<file path="config.mk">
export PLATFORM = sky130hd
export DESIGN_NAME = reset_sequencer
export DESIGN_NICKNAME = d
export VERILOG_FILES = /design/src/rtl/rstseq_pkg.sv /design/src/rtl/rstseq_dpath.sv /design/src/rtl/rstseq_ctrl.sv /design/src/rtl/reset_sequencer.sv
export SDC_FILE = /design/constraint.sdc
export NUM_CORES = 1
export LEC_CHECK = 0
export ABC_AREA = 1
export BUFFER_PORTS_ARGS = -buffer_cell sky130_fd_sc_hd__buf_2
export CAP_MARGIN = 0
export CELL_PAD_IN_SITES_DETAIL_PLACEMENT = 1
export CELL_PAD_IN_SITES_GLOBAL_PLACEMENT = 1
export CORE_MARGIN = 1
export CORE_UTILIZATION = 40
export CTS_BUF_LIST = sky130_fd_sc_hd__clkbuf_8
export DETAILED_ROUTE_END_ITERATION = 6
export PLACE_DENSITY_LB_ADDON = 0.3
export SLEW_MARGIN = 20
export SYNTH_ARGS = -nofsm -noshare
export SYNTH_HDL_FRONTEND = slang
export SYNTH_HIERARCHICAL = 1
export SYNTH_SLANG_ARGS = --single-unit
</file>
<file path="constraint.sdc">
create_clock -name clk -period 2.2 [get_ports clk]
set_clock_uncertainty 0.15 [all_clocks]
set_input_delay 0.66 -clock clk [delete_from_list [all_inputs] [get_ports clk]]
set_output_delay 0.66 -clock clk [all_outputs]
set_load 0.005 [all_outputs]
</file>
<file path="src/rtl/rstseq_pkg.sv">
package rstseq_pkg;

  typedef enum logic [2:0] {
    ST_POR_WAIT,
    ST_DRIVE_LOW,
    ST_RELEASE_WAIT,
    ST_SAMPLE,
    ST_HOLD_EXT,
    ST_RUN
  } seqState_e;

  typedef enum logic [1:0] {
    CAUSE_POWER    = 2'b00,
    CAUSE_EXTERNAL = 2'b01,
    CAUSE_WATCHDOG = 2'b10,
    CAUSE_CLKMON   = 2'b11
  } cause_e;

  // strobes from control to datapath
  typedef struct packed {
    logic stabInc;
    logic busInc;
    logic busClr;
    logic capPend;
    logic loadExt;
    logic loadPend;
  } ctlStrobe_t;

  // status from datapath to control
  typedef struct packed {
    logic stabLast;
    logic driveLast;
    logic gapLast;
    logic pinHigh;
  } dpStatus_t;

endpackage

</file>
<file path="src/rtl/rstseq_dpath.sv">
module rstseq_dpath
  import rstseq_pkg::*;
#(
  parameter int STAB_CYCLES = 4064,
  parameter int DRIVE_CYCLES = 4,
  parameter int GAP_CYCLES = 2,
  parameter int SYNC_STAGES = 2
) (
  input  logic       clk,
  input  logic       porPulse,
  input  logic       pinIn,
  input  logic       clkMonReq,
  input  ctlStrobe_t strobe,
  output dpStatus_t  status,
  output cause_e     causeCode
);

  localparam int STAB_W  = (STAB_CYCLES > 1) ? $clog2(STAB_CYCLES) : 1;
  localparam int BUS_MAX = (DRIVE_CYCLES > GAP_CYCLES) ? DRIVE_CYCLES : GAP_CYCLES;
  localparam int BUS_W   = $clog2(BUS_MAX + 1);

  logic [SYNC_STAGES-1:0] syncChain;
  logic [STAB_W-1:0]      stabCnt;
  logic [BUS_W-1:0]       busCnt;
  cause_e                 pendCause;
  cause_e                 causeReg;

  // pin synchronizer, depth chosen by parameter
  generate
    if (SYNC_STAGES == 1) begin : g_sync1
      always_ff @(posedge clk) begin
        if (porPulse) syncChain <= '0;
        else          syncChain <= pinIn;
      end
    end else begin : g_syncN
      always_ff @(posedge clk) begin
        if (porPulse) syncChain <= '0;
        else          syncChain <= {syncChain[SYNC_STAGES-2:0], pinIn};
      end
    end
  endgenerate

  always_ff @(posedge clk) begin
    if (porPulse) begin
      stabCnt <= '0;
    end else if (strobe.stabInc && !status.stabLast) begin
      stabCnt <= stabCnt + 1'b1;
    end
  end

  always_ff @(posedge clk) begin
    if (porPulse || strobe.busClr) begin
      busCnt <= '0;
    end else if (strobe.busInc) begin
      busCnt <= busCnt + 1'b1;
    end
  end

  always_ff @(posedge clk) begin
    if (porPulse) begin
      pendCause <= CAUSE_WATCHDOG;
    end else if (strobe.capPend) begin
      pendCause <= clkMonReq ? CAUSE_CLKMON : CAUSE_WATCHDOG;
    end
  end

  always_ff @(posedge clk) begin
    if (porPulse) begin
      causeReg <= CAUSE_POWER;
    end else if (strobe.loadExt) begin
      causeReg <= CAUSE_EXTERNAL;
    end else if (strobe.loadPend) begin
      causeReg <= pendCause;
    end
  end

  always_comb begin
    status.stabLast  = (stabCnt == STAB_W'(STAB_CYCLES - 1));
    status.driveLast = (busCnt == BUS_W'(DRIVE_CYCLES - 1));
    status.gapLast   = (busCnt == BUS_W'(GAP_CYCLES - 1));
    status.pinHigh   = syncChain[SYNC_STAGES-1];
  end

  assign causeCode = causeReg;

  // stabilization counter never passes its final value
  a_r1_stab_in_range: assert property (@(posedge clk) disable iff (porPulse)
    stabCnt <= STAB_W'(STAB_CYCLES - 1));

  // bus-cycle counter stays inside the longest window
  a_r3_bus_in_range: assert property (@(posedge clk) disable iff (porPulse)
    busCnt < BUS_W'(BUS_MAX));

endmodule

</file>
<file path="src/rtl/rstseq_ctrl.sv">
module rstseq_ctrl
  import rstseq_pkg::*;
(
  input  logic       clk,
  input  logic       porPulse,
  input  logic       oscActive,
  input  logic       wdogReq,
  input  logic       clkMonReq,
  input  logic       busEn,
  input  dpStatus_t  status,
  output ctlStrobe_t strobe,
  output logic       pinPullLow,
  output logic       coreReset
);

  seqState_e state, nextState;

  always_ff @(posedge clk) begin
    if (porPulse) state <= ST_POR_WAIT;
    else          state <= nextState;
  end

  always_comb begin
    nextState = state;
    strobe    = '0;
    case (state)
      ST_POR_WAIT: begin
        if (oscActive) begin
          strobe.stabInc = 1'b1;
          if (status.stabLast) nextState = status.pinHigh ? ST_RUN : ST_HOLD_EXT;
        end
      end
      ST_RUN: begin
        strobe.busClr = 1'b1;
        if (wdogReq || clkMonReq) begin
          strobe.capPend = 1'b1;
          nextState      = ST_DRIVE_LOW;
        end else if (!status.pinHigh) begin
          strobe.loadExt = 1'b1;
          nextState      = ST_HOLD_EXT;
        end
      end
      ST_DRIVE_LOW: begin
        if (busEn) begin
          if (status.driveLast) begin
            strobe.busClr = 1'b1;
            nextState     = ST_RELEASE_WAIT;
          end else begin
            strobe.busInc = 1'b1;
          end
        end
      end
      ST_RELEASE_WAIT: begin
        if (busEn) begin
          if (status.gapLast) begin
            strobe.busClr = 1'b1;
            nextState     = ST_SAMPLE;
          end else begin
            strobe.busInc = 1'b1;
          end
        end
      end
      ST_SAMPLE: begin
        if (status.pinHigh) begin
          strobe.loadPend = 1'b1;
          nextState       = ST_RUN;
        end else begin
          strobe.loadExt = 1'b1;
          nextState      = ST_HOLD_EXT;
        end
      end
      ST_HOLD_EXT: begin
        if (status.pinHigh) nextState = ST_RUN;
      end
      default: nextState = ST_POR_WAIT;
    endcase
  end

  assign coreReset  = (state != ST_RUN);
  assign pinPullLow = (state == ST_DRIVE_LOW);

  // core leaves reset only when the synchronized pin was high
  a_r4_release_needs_pin_high: assert property (@(posedge clk) disable iff (porPulse)
    $fell(coreReset) |-> $past(status.pinHigh));

  // the pin is only pulled after a request seen while running
  a_r3_pull_starts_from_run: assert property (@(posedge clk) disable iff (porPulse)
    $rose(pinPullLow) |-> $past(state) == ST_RUN);

  // external hold keeps the core in reset while the pin is low
  a_r6_hold_while_low: assert property (@(posedge clk) disable iff (porPulse)
    (state == ST_HOLD_EXT && !status.pinHigh) |=> coreReset);

endmodule

</file>
<file path="src/rtl/reset_sequencer.sv">
module reset_sequencer
  import rstseq_pkg::*;
#(
  parameter int STAB_CYCLES = 4064,
  parameter int DRIVE_CYCLES = 4,
  parameter int GAP_CYCLES = 2,
  parameter int SYNC_STAGES = 2
) (
  input  logic       clk,
  input  logic       porPulse,
  input  logic       oscActive,
  input  logic       wdogReq,
  input  logic       clkMonReq,
  input  logic       busEn,
  input  logic       pinIn,
  output logic       pinPullLow,
  output logic       coreReset,
  output logic [1:0] causeCode
);

  ctlStrobe_t strobe;
  dpStatus_t  status;
  cause_e     causeVal;

  rstseq_ctrl u_ctrl (
    .clk        (clk),
    .porPulse   (porPulse),
    .oscActive  (oscActive),
    .wdogReq    (wdogReq),
    .clkMonReq  (clkMonReq),
    .busEn      (busEn),
    .status     (status),
    .strobe     (strobe),
    .pinPullLow (pinPullLow),
    .coreReset  (coreReset)
  );

  rstseq_dpath #(
    .STAB_CYCLES  (STAB_CYCLES),
    .DRIVE_CYCLES (DRIVE_CYCLES),
    .GAP_CYCLES   (GAP_CYCLES),
    .SYNC_STAGES  (SYNC_STAGES)
  ) u_dpath (
    .clk       (clk),
    .porPulse  (porPulse),
    .pinIn     (pinIn),
    .clkMonReq (clkMonReq),
    .strobe    (strobe),
    .status    (status),
    .causeCode (causeVal)
  );

  assign causeCode = causeVal;

  // the cause code is frozen while the pin is being pulled
  a_r9_cause_frozen_in_drive: assert property (@(posedge clk) disable iff (porPulse)
    pinPullLow |=> $stable(causeCode));

endmodule

</file>
# Word level (Yosys, flattened, before mapping)
# Cells that the tools add are included.
# word_totals
word_cells	65
input_bits	7
out_inout_bits	4
reg_bits	24
# classes
mux	31
add_sub_neg	2
reduce_logical	8
eq_ne	17
# op_table
op	n
$mux W3	9
$pmux W3 S6	1
$mux W1	16
$add A12 B1 Y12 const B	1
$eq A12 B12 Y1 const B	1
$eq A3 B2 Y1 const B	3
$ne A2 B2 Y1 const B	4
$reduce_and A8 Y1	1
$eq A3 B1 Y1 const B	2
$eq A3 B3 Y1 const B	2
$ne A2 B1 Y1 const B	3
$ne A3 B3 Y1 const B	2
$mux W2	2
$pmux W1 S2	2
$add A3 B1 Y3 const B	1
$logic_not A3 Y1	1
$pmux W1 S3	1
$logic_or A1 B1 Y1	2
$reduce_bool A2 Y1	1
$reduce_or A2 Y1	1
$logic_and A1 B1 Y1	1
$logic_not A1 Y1	1

# Depth between registers and ports, before layout
# Gate-level depths: netlist of run 1.
# logic_depth
word_depth	5
depth_mapped	15
ltp_nobuf	15

# Modules after synthesis
# Netlist of run 1, hierarchy kept.
# modules_own_cells
module	instances	seq_area_each_um2	cells_per_inst	area_each_um2
rstseq_dpath	1	400.4	148	1062.3
rstseq_ctrl	1	60.1	67	340.3

# Worst setup path before layout of run 1
# No wires, ideal clock.
# synth_timing
path_type	flip-flop to flip-flop
startpoint	register u_dpath/stabCnt[0] (netlist name)
endpoint	register u_dpath.busCnt[1]
arrival_time_ns	1.627
setup_ns	0.134
path_stages_with_launch	15
required_ns	1.916
period_less_slack_ns	1.911
n_path_buf	0
path_slack_ns	0.289
cell_sequence	dfxtp_1 -> ha_1 -> nand3_1 -> nor4_1 -> nand2_1 -> nand3_1 -> nand2_1 -> inv_1 -> nand2_2 -> nor2_4 -> nand2_1 -> nand2_1 -> nor2_1 -> o21ai_0 -> a21oi_1
# synth_rtl
item	line_no	text
to (signal assigned)	rstseq_dpath.sv:55	busCnt <= busCnt + 1'b1;
to (decl)	rstseq_dpath.sv:24	logic [BUS_W-1:0] busCnt;

# Worst setup path after layout of run 1
# layout_timing
startpoint	register u_ctrl.state[2]
endpoint	output port coreReset
# layout_via
elab_chain_len	1
# layout_rtl
item	line_no	text
from (decl)	rstseq_ctrl.sv:16	seqState_e state, nextState;
from (signal assigned)	rstseq_ctrl.sv:20	else state <= nextState;
$ne A3 B3 Y1	rstseq_ctrl.sv:79	assign coreReset = (state != ST_RUN);
to (decl)	reset_sequencer.sv:17	output logic coreReset,
# No other way between the ends.

==> impl_metrics.toml, run 1 <==
[clock_network]
root_buffer = "clkbuf_8"
insertion_delay_ns = 0.27
path_clk_slew_ns = 0.09
cts_made_buffers = 3
clkSinkCount = 23
cts_buffer_depth = 2
htreeDepth = 1
cts_tree = "done"
holdBufCountCts = 0
cts_setup_buffers = 0

[setup_path]
cp_top_family = "flip-flops"
endpoint_kind = "output pin"
critPathLaunchType = "flop"
crit_arrival_ns = 1.19
worstSetupPathType = "flop to output pin"
crit_buf_inv = 3
worst_path_max_delay_cell = "dfxtp_1"
cp_slowest_stage_delay_ns = 0.41
cp.required_ns = 1.39
path_cells = "inv_2 -> nor2_2 -> inv_1 -> buf_2"
cp_max_fo = 8

[logic_synthesis]
synthMuxAreaShare_pct = 0
synth_top_family_by_area = "simple AND/OR/NAND/NOR gates"
syn_area_per_cell_um2 = 6.52
yosys_warnings = 6
synth_seq_cells = 23
synth_area_um2 = 1400
seq_area_frac_synth_pct = 32.8
synth-simple-area-share_pct = 40.9
synth_fa_ha_area_share_pct = 3.57
synth_cells = 215
synth-xor-area-share_pct = 3.12
synth-compound-area-share_pct = 7.14
synth_fp_nets = 226
yosys.cell_types.count = 28

[global_route]
grt_antenna_before_repair = 0
grt_pass1_vias = 1161
track_usage_pct = 18.6
grt_max_degree = 15
grt_pass1_wl_um = 5020
grt-ovfl-total = 0

[placed_design]
placed_cell_area_um2 = 1490
place_inst = 269
numPortBuffers = 10
gp_congestion = 0.784
hpwl_um = 2420

[routing]
dr.pass1.iters = 4
drtIter0Drc = 46
drt_wl_total_um = 3230
routedWlPerCell_um = 11.8
drtAntennaViolNets = 0
viasPerCell = 4.82
vias = 1317
drc_errors = 0

[timing]
hold_slack_ns = 0.271
finalSetupTns_ns = 0
fin_crit_sh_pct = 90.8
finalSetupViolCount = 0
fin_crit_ns = 2.00
relSlewSlack_pct = 71.3
max_freq_mhz = 501
drv_slew = 0
tightestPinTransition_ns = 0.431
hold_viol_final = 0

[min_path]
min_path_type = "flop to flop"

[cells_and_area]
final_common_cell = "nand2_1"
area_delta_synth_final_pct = 10.9
drive_gt1_share_pct = 15.4
fin_nets = 239
fill_cells = 469
finish.instance_area_um2 = 1560
final_cell_mix = "45 x nand2_1, 42 x nor2_1, 37 x inv_1, 22 x dfxtp_1, 12 x nand3_1"
stdcell_count = 273
antennaDiodeCount = 0

[die]
fp.dieW_um = 61.2
die_h_um = 61.2
initial_utilization_pct = 42.0
ios = 11
die-area_um2 = 3750
core-area_um2 = 3340
num_rows = 21

[pwr]
p_leak_nw = 0.653
power_density_nw_per_um2 = 474
vdd_drop_max_uv = 323

[status]
run_status = "finished, final reports clean"

[run]
cap_violations = 0
-- worst reg2reg max path, delay by kind of cell, from the launching register on --
family	cells	cell delay, ns
AOI/OAI and AO/OA	2	0.14
buffers and inverters	1	0.06
and+or+nand+nor	10	0.92
DFF	1	0.36
adders and majority gates	1	0.23
-- kinds of logic (layout without fill, tap and decap cells) --
logic type | count (synthesis) | in the layout
adders and majority gates | 4 | 4
DFF | 23 | 23
buffers and inverters | 42 | 54
AOI/OAI and AO/OA | 17 | 17
and+or+nand+nor | 124 | 124
xor gates and xnor gates | 5 | 5
-- state kept, by name, indices dropped and copies added (netlist names) --
| signal | cells |
|---|---|
| u_ctrl/state | 3 |
| u_dpath/busCnt | 3 |
| u_dpath/causeCode | 2 |
| u_dpath/pendCause | 1 |
| u_dpath/stabCnt | 12 |
| u_dpath/syncChain | 2 |
-- per-stage QoR --
step                      worst slack [ns]  utilization [%]  power [mW]
final                                0.203             46.6       0.738
after global routing               -0.0129             46.6       0.776
after CTS                            0.102             46.2       0.759
after detailed placement             0.110             44.8       0.479
after global placement               0.220             44.8       0.478
after floorplan                      0.289                -       0.467
-- worst paths after layout --
path                                                   endpoint  slack (ns)                            start  cells after the start
worst max register to register   u_dpath/busCnt[1]$_SDFFE_PP0P_        0.22  u_dpath/stabCnt[1]$_SDFFE_PP0P_                     14
worst max-delay path                                  coreReset        0.20     u_ctrl/state[2]$_SDFFE_PP0P_                      4
worst min-delay path            u_dpath/syncChain[1]$_SDFF_PP0_        0.27  u_dpath/syncChain[0]$_SDFF_PP0_                      2
worst min register to register  u_dpath/syncChain[1]$_SDFF_PP0_        0.27  u_dpath/syncChain[0]$_SDFF_PP0_                      2
-- cells in the mapped netlist (all sizes together) --
library cell	number	area [µm²]
a2111oi	1	8.76
a21oi	11	66.3
buf	4	31.3
dfxtp	23	460
ha	4	50.1
inv	38	143
nand2	49	199
nand3	15	92.6
nand3b	1	7.51
nand4	8	50.1
nor2	47	204
nor3	3	15.0
nor4	1	6.26
o21ai	5	25.0
xnor2	2	17.5
xor2	3	26.3
-- power breakdown --
| group | switching (mW) | internal (mW) |
|---|---|---|
| clock network | 0.141 | 0.127 |
| registers | 0.00437 | 0.422 |
| logic | 0.0292 | 0.0149 |
-- per-layer routing --
metal / track usage [%] / routed length [µm] / vias up
li1: - / - / 688
met1: 21.4 / 1500 / 607
met2: 32.5 / 1600 / 18
met3: 4.62 / 80 / 4
met4: 8.12 / 52 / 0
met5: 0 / 0 / -
-- repair_timing --
| action | 4_1_cts | 5_1_grt |
|---|---|---|
| gates resized for setup | 0 | 4 |
| setup endpoints to repair | 0 | 5 |
| endpoints found under the hold margin | 0 | 0 |
-- final cells by class --
cell class | instances | area (µm²) | area share (%)
multi-input combinational | 150 | 782 | 50.3
sequential | 23 | 462 | 29.7
inverter | 38 | 143 | 9.17
timing repair buffer | 12 | 65.1 | 4.18
tap | 46 | 57.6 | 3.70
clock buffer | 3 | 41.3 | 2.65
clock inverter | 1 | 5.00 | 0.322
No activity file was read; power rests on OpenSTA's default activity.
==> run 2: changes to the inputs <==
--- a/config.mk
+++ b/config.mk
@@ -14,7 +14,8 @@
 export CORE_UTILIZATION = 40
 export CTS_BUF_LIST = sky130_fd_sc_hd__clkbuf_8
 export DETAILED_ROUTE_END_ITERATION = 6
-export PLACE_DENSITY_LB_ADDON = 0.3
+export GPL_ROUTABILITY_DRIVEN = 0
+export PLACE_DENSITY = 0.85
 export SLEW_MARGIN = 20
 export SYNTH_ARGS = -nofsm -noshare
 export SYNTH_HDL_FRONTEND = slang
==> run 2 against run 1 <==
First-iteration DRC count shrank 4.3%; critical path depth is the same; clock-buffer cell count is the same; sequential cell count is the same; sequential power is essentially flat; worst setup slack gained 0.015 ns; global-route usage grew 0.96 points; via count shrank 0.68%; critical endpoint unchanged.
==> impl_metrics.toml, run 2 (synthesized netlist as in run 1, its figures left out) <==
[status]
run_status = "finished, final reports clean"

[setup_path]
crit_end = "coreReset"
cp.required_ns = 1.39
endpoint_kind = "output pin"
reg2reg_depth = 15
crit_arrival_ns = 1.17
r2r-end = "u_dpath/busCnt[1]$_SDFFE_PP0P_"
critPathLaunchType = "flop"
rr_startpoint = "u_dpath/stabCnt[6]$_SDFFE_PP0P_"
worstSetupPathType = "flop to output pin"
crit_start = "u_ctrl/state[2]$_SDFFE_PP0P_"
cp_max_fo = 8
rrSetupSlack_ns = 0.23

[cells_and_area]
seq_area_um2 = 463
fin_nets = 239
largest_registers = "u_dpath/stabCnt (12), u_ctrl/state (3), u_dpath/busCnt (3)"
fill_cells = 475
stdcell_count = 273
largest_reg_flops = 12
regMostFlops = "u_dpath/stabCnt"
final_common_cell = "nand2_1"
finish.instance_area_um2 = 1560
antennaDiodeCount = 0
area_delta_synth_final_pct = 11.0
final_cell_mix = "45 x nand2_1, 42 x nor2_1, 37 x inv_1, 21 x dfxtp_1, 12 x nand3_1"
drive_gt1_share_pct = 15.9
multi_input_area_um2 = 782

[die]
die-area_um2 = 3750
core-area_um2 = 3340
die_h_um = 61.2
fp.dieW_um = 61.2
ios = 11
num_rows = 21
initial_utilization_pct = 42.0

[pwr]
p_clk_share_pct = 36.7
intPower_uw = 563
p_leak_nw = 0.653
switching_power_uw = 180
combPwrFrac_pct = 6.0
sw_frac_of_total_pct = 24.2
power_uw = 743
p_seq_share_pct = 57.3
vdd_drop_max_uv = 304
power_density_nw_per_um2 = 478

[clock_network]
insertion_delay_ns = 0.27
htreeDepth = 1
cts_buffer_depth = 2
clkSinkCount = 23
root_buffer = "clkbuf_8"
cts_made_buffers = 3
path_clk_slew_ns = 0.08
cts_tree = "done"
cts_setup_buffers = 0

[routing]
drtIter0Drc = 44
drt_wl_total_um = 3280
viasPerCell = 4.79
drc_errors = 0
drtAntennaViolNets = 0
vias = 1308
dr.pass1.iters = 4
routedWlPerCell_um = 12.0

[timing]
fin_crit_sh_pct = 90.1
drv_slew = 0
rsz0062_at_grt = "no"
fin_crit_ns = 1.98
relSlewSlack_pct = 73.2
tightestPinTransition_ns = 0.403
finalSetupViolCount = 0
hold_viol_final = 0
finalSetupTns_ns = 0
max_freq_mhz = 505

[global_route]
grt_pass1_vias = 1203
grt-ovfl-total = 0
grt_max_degree = 15
grt_pass1_wl_um = 5400
grt_antenna_before_repair = 0
track_usage_pct = 19.5

[run]
cap_violations = 0

[placed_design]
placed_cell_area_um2 = 1490
place_inst = 269
hpwl_um = 2470
numPortBuffers = 10

[min_path]
worstHoldPathCells = 2
min_path_type = "flop to flop"
run 2: metal layers:
metal	track usage, %	vias to the layer above	part of all wire (%)
met3	3.15	3	1.5
met1	27.2	603	50
li1	-	691	-
met5	0	-	0
met4	5.84	0	1.2
met2	31.1	11	48
run 2: critical path, cell delays in order, from the launching register on:
cell	delay, ns
dfxtp_1	0.41
inv_2	0.10
nor2_2	0.19
inv_1	0.08
buf_2	0.13
run 2: stage by stage:
stage          utilization (%)  worst slack (ns)  hold WS (ns)
6_report                  46.6             0.218         0.264
3_5_place_dp              44.8             0.100         0.254
2_1_floorplan                -             0.289         0.238
5_1_grt                   46.6            0.0406         0.289
3_3_place_gp              44.8             0.212         0.239
4_1_cts                   46.2            0.0598         0.266
run 2: worst min-delay path by stage:
stage / from / endpoint
after floorplan: u_dpath/syncChain[0]$_SDFF_PP0_ / u_dpath/syncChain[1]$_SDFF_PP0_
after global placement: u_dpath/syncChain[0]$_SDFF_PP0_ / u_dpath/syncChain[1]$_SDFF_PP0_
after detailed placement: u_dpath/syncChain[0]$_SDFF_PP0_ / u_dpath/syncChain[1]$_SDFF_PP0_
after CTS: u_dpath/syncChain[0]$_SDFF_PP0_ / u_dpath/syncChain[1]$_SDFF_PP0_
after global routing: u_dpath/syncChain[0]$_SDFF_PP0_ / u_dpath/syncChain[1]$_SDFF_PP0_
final: u_dpath/syncChain[0]$_SDFF_PP0_ / u_dpath/syncChain[1]$_SDFF_PP0_
run 2: timing repair:
item	CTS	global route
gates resized for setup	0	5
endpoints found under the setup margin	0	1
hold buffers	0	0
run 2: layout make-up:
class	instances	share of cell area [%]
flip-flops and latches	23	29.7
clock buffers	3	2.65
repair buffers	12	4.18
multi-input cells	150	50.2
well taps	46	3.70
clock inverters	1	0.322
inverters	38	9.16
run 2: power groups by stage:
stage | combinational (mW) | sequential (mW) | clock (mW)
floorplan | 0.0326 | 0.434 | 0
global placement | 0.0426 | 0.435 | 0
detailed placement | 0.0445 | 0.435 | 0
CTS | 0.0448 | 0.425 | 0.278
global route | 0.0506 | 0.427 | 0.300
finish | 0.0448 | 0.426 | 0.273
